===== src/rtl/kbd_rx_regs.sv =====
`timescale 1ns/1ps
module kbd_rx_regs #(
  parameter int ADDR_W   = 3,
  parameter int DATA_W   = 16,
  parameter int CHAR_W   = 8,
  parameter int DONE_BIT = 7,
  parameter int IE_BIT   = 6
) (
  input  logic              clk,
  input  logic              rst_n,
  input  logic              bus_req,
  input  logic              bus_we,
  input  logic [ADDR_W-1:0] bus_addr,
  input  logic [1:0]        bus_be,
  input  logic [DATA_W-1:0] bus_wdata,
  output logic [DATA_W-1:0] bus_rdata,
  output logic              bus_err,
  input  logic              ch_valid,
  input  logic [CHAR_W-1:0] ch_code,
  input  logic              ch_break,
  output logic              irq
);
  localparam int SEL_BIT = 1;

  logic              done_q, ie_q, irq_q;
  logic [CHAR_W-1:0] buf_q;
  logic              done_n, ie_n;
  logic [DATA_W-1:0] csr_img;

  wire outside = |bus_addr[ADDR_W-1:SEL_BIT+1];
  wire hit     = bus_req & ~outside;
  wire csr_sel = hit & ~bus_addr[SEL_BIT];
  wire buf_sel = hit &  bus_addr[SEL_BIT];
  wire csr_wr  = csr_sel & bus_we & bus_be[0];
  wire buf_rd  = buf_sel & ~bus_we;

  assign ie_n   = csr_wr ? bus_wdata[IE_BIT] : ie_q;
  assign done_n = ch_valid ? 1'b1 : (buf_rd ? 1'b0 : done_q);

  always_ff @(posedge clk) begin
    if (!rst_n) begin
      done_q <= 1'b0;
      ie_q   <= 1'b0;
      irq_q  <= 1'b0;
      buf_q  <= '0;
    end else begin
      done_q <= done_n;
      ie_q   <= ie_n;
      irq_q  <= done_n & ie_n;
      if (ch_valid) buf_q <= ch_break ? '0 : ch_code;
    end
  end

  always_comb begin
    csr_img           = '0;
    csr_img[DONE_BIT] = done_q;
    csr_img[IE_BIT]   = ie_q;
  end

  always_comb begin
    bus_rdata = '0;
    if (!bus_we) begin
      if (csr_sel)      bus_rdata = csr_img;
      else if (buf_sel) bus_rdata = {{(DATA_W-CHAR_W){1'b0}}, buf_q};
    end
  end

  assign bus_err = bus_req & outside;
  assign irq     = irq_q;
endmodule


===== config.mk =====
export PLATFORM = sky130hd
export DESIGN_NAME = kbd_rx_regs
export DESIGN_NICKNAME = d
export VERILOG_FILES = /design/src/rtl/kbd_rx_regs.sv
export SDC_FILE = /design/constraint.sdc
export NUM_CORES = 1
export LEC_CHECK = 0
export BUFFER_PORTS_ARGS = -buffer_cell sky130_fd_sc_hd__buf_2
export CAP_MARGIN = 15
export CELL_PAD_IN_SITES_DETAIL_PLACEMENT = 1
export CELL_PAD_IN_SITES_GLOBAL_PLACEMENT = 1
export CORE_UTILIZATION = 26
export CTS_CLUSTER_DIAMETER = 100
export DETAILED_ROUTE_END_ITERATION = 12
export MAX_ROUTING_LAYER = met4
export PLACE_DENSITY = 0.83
export SETUP_SLACK_MARGIN = 0.2
export SLEW_MARGIN = 5
export SYNTH_ARGS = -nofsm -noshare
export SYNTH_HDL_FRONTEND = slang
export SYNTH_SLANG_ARGS = --single-unit

===== constraint.sdc =====
create_clock -name clk -period 1.7 [get_ports clk]
set_input_delay 0.17 -clock clk [delete_from_list [all_inputs] [get_ports clk]]
set_output_delay 0.17 -clock clk [all_outputs]
set_load 0.005 [all_outputs]

==> flow_metrics.tcl <==
set metrics [dict create \
    status "complete, no violations" \
    ys_ff_latch 11 \
    reg2reg_depth 2 \
    cp.required_ns 1.53 \
    p_leak_nw 0.362 \
    grt-ovfl-total 0 \
    ys_top_cells_by_count "14 x nor2b_1, 11 x dfxtp_1, 8 x and2_1, 8 x buf_4, 7 x a21oi_1" \
    dp_slack_ns 0.494 \
    worst-path-max-fanout 7 \
    setup_viol 0 \
    cts_resized 0 \
    crit_path_end_kind "output pin" \
    yosysSeqAreaShare 0.366 \
    cts_root_buf "clkbuf_4" \
    r2r-start "ie_q" \
    routed_wl_mm 1.40 \
    final_area_um2 756 \
    die_width_um 50.1 \
    grtUsageTotal 0.131 \
    area_delta_synth_final_pct 25.6 \
    yosysTopAreaCellShare 0.366 \
    period_needed_ns 1.19 \
    dieArea_um2 2510 \
    fin_nets 133 \
    wl_per_cell_um 11.2 \
    grt_max_degree 12 \
    holdWs_ns 0.159 \
    placed_area_um2 729 \
    start_util 0.275 \
    post_cts_buffers 0 \
    dp_hpwl_mm 1.12 \
    maxCapViolCount 0 \
    drive_above_1_share 0.340 \
    antenna_found_initial 0 \
    synth-edff-count 0 \
    pin_count 53 \
    ys.flop_type "dfxtp_1" \
    worst_slack_ns 0.514 \
    std_cell_rows 17 \
    postSynthAreaPerCell_um2 8.72 \
    globalplace.congestion 0.729 \
    final_hold_viol_count 0 \
    clkSinkCount 11 \
    grt_pass1_vias 534 \
    htree_levels 1 \
    arrival_ns 1.02 \
    min-delay-start "ch_code[7]" \
    cts_hold_buf 0 \
    path_clk_slew_ns 0.07 \
    timing.final.crit_share 0.698 \
    fin_skew_ns 0.0000257 \
    setup-tns-final_ns 0 \
    synth-async-reset-ratio 0 \
    rsz0062_at_grt "no" \
    critPathLaunchType "primary input" \
    die_y_um 50.1 \
    finalMaxSlewViolations 0 \
    insertion_delay_ns 0.26 \
    nFillCells 280 \
    hp-class "in -> reg" \
    timing.rr.end "ie_q" \
    grt_pass1_wl_mm 2.31 \
    io_buffers 27 \
    reg2reg_slack_ns 0.91 \
    whs_path_depth 3 \
    drcViolationCount 0 \
    path_class "in -> out" \
    via_count 547 \
    antenna_left 0 \
    clockBufferDepth 2 \
    ir_worst_vdd_mv 0.456 \
    hold_end "buf_q[7]" \
    viasPerCell 4.38 \
    synth_top_area_cell "dfxtp_1" \
    cts_buffers 3 \
    antenna_cells 0 \
    totalPowerFinal_mw 0.515 \
    drt-initial-drc-count 3 \
    synth_cell_type_count 20 \
    coreArea_um2 2190 \
    synth.area.top_cells "dfxtp_1 37%, nor2b_1 15%, buf_4 10%" \
    first_pass_iters 4 \
    yosysMostFrequentCell "nor2b_1" \
    synth_area_um2 602 \
    clock.fmax_mhz 843 \
    syn_inst 69 \
    yosysWarnings 0 \
    cts_tree "yes" \
    powerDensity_nw_per_um2 682 \
]
## worst max-delay path: stages
cell and delay (ns):
buf_2 0.12, and4bb_1 0.44, and2_1 0.18, buf_2 0.11
## placed cells by master, fill, tap and decap left out
| cell type | n |
|---|---|
| and2b_1 | 1 |
| a21oi_1 | 7 |
| o21ai_2 | 1 |
| o22ai_1 | 1 |
| mux2i_1 | 2 |
| clkbuf_1 | 1 |
| nand2b_1 | 1 |
| buf_2 | 27 |
| nor2b_1 | 14 |
| dfxtp_1 | 11 |
| inv_1 | 1 |
| nand3_1 | 1 |
| clkbuf_4 | 3 |
| and4bb_1 | 2 |
| a21bo_1 | 1 |
| and2_1 | 8 |
| nor3_1 | 2 |
| conb_1 | 8 |
| a21boi_2 | 2 |
| nand2_1 | 3 |
## kinds of logic (layout without fill, tap and decap cells)
family,count (synthesis),in the layout,share of synthesized area
DFF,11,11,0.366
muxes,2,2,0.0333
buffers and inverters,11,32,0.121
other,1,8,0.00623
AOI/OAI and AO/OA,12,12,0.137
and+or+nand+nor,32,32,0.337
## per-stage QoR
step           std cells  utilization
6_report             125        0.345
5_1_grt              125        0.345
4_1_cts              125        0.345
3_5_place_dp         121        0.333
3_3_place_gp         121        0.333
2_1_floorplan         76            -
## report_power, final
part	switching, mW	internal [mW]	leakage [nW]	total [mW]
clock network	0.0808	0.0906	0.0150	0.171
logic	0.0363	0.0355	0.258	0.0718
registers	0.00462	0.268	0.0898	0.272
## final cells by class
cell class / instances / area, um^2 / share of cell area
sequential: 11 / 220 / 0.291
clock buffer: 4 / 26.3 / 0.0348
tap: 28 / 35.0 / 0.0464
timing repair buffer: 27 / 135 / 0.179
multi-input combinational: 54 / 335 / 0.444
inverter: 1 / 3.75 / 0.00497
## registers in the layout, indices dropped and copies added, names as in the netlist
register and flops:
irq 1, ie_q 1, buf_q 8, done_q 1
## metal layers
metal	GRT usage	wire length, um	vias to the layer above
met5	-	0	-
met1	0.132	552	252
met2	0.224	735	25
li1	-	-	268
met4	0.0714	27	0
met3	0.0370	84	2
## worst max path at each step
stage / endpoint / from / cells after the start
after floorplan: irq / bus_addr[2] / 3
after global placement: bus_rdata[0] / bus_addr[2] / 4
after detailed placement: bus_rdata[4] / bus_addr[2] / 4
after CTS: bus_rdata[4] / bus_addr[2] / 4
after global routing: bus_rdata[1] / bus_addr[2] / 4
final: bus_rdata[0] / bus_addr[2] / 4
(Power assumes the default switching activity.)
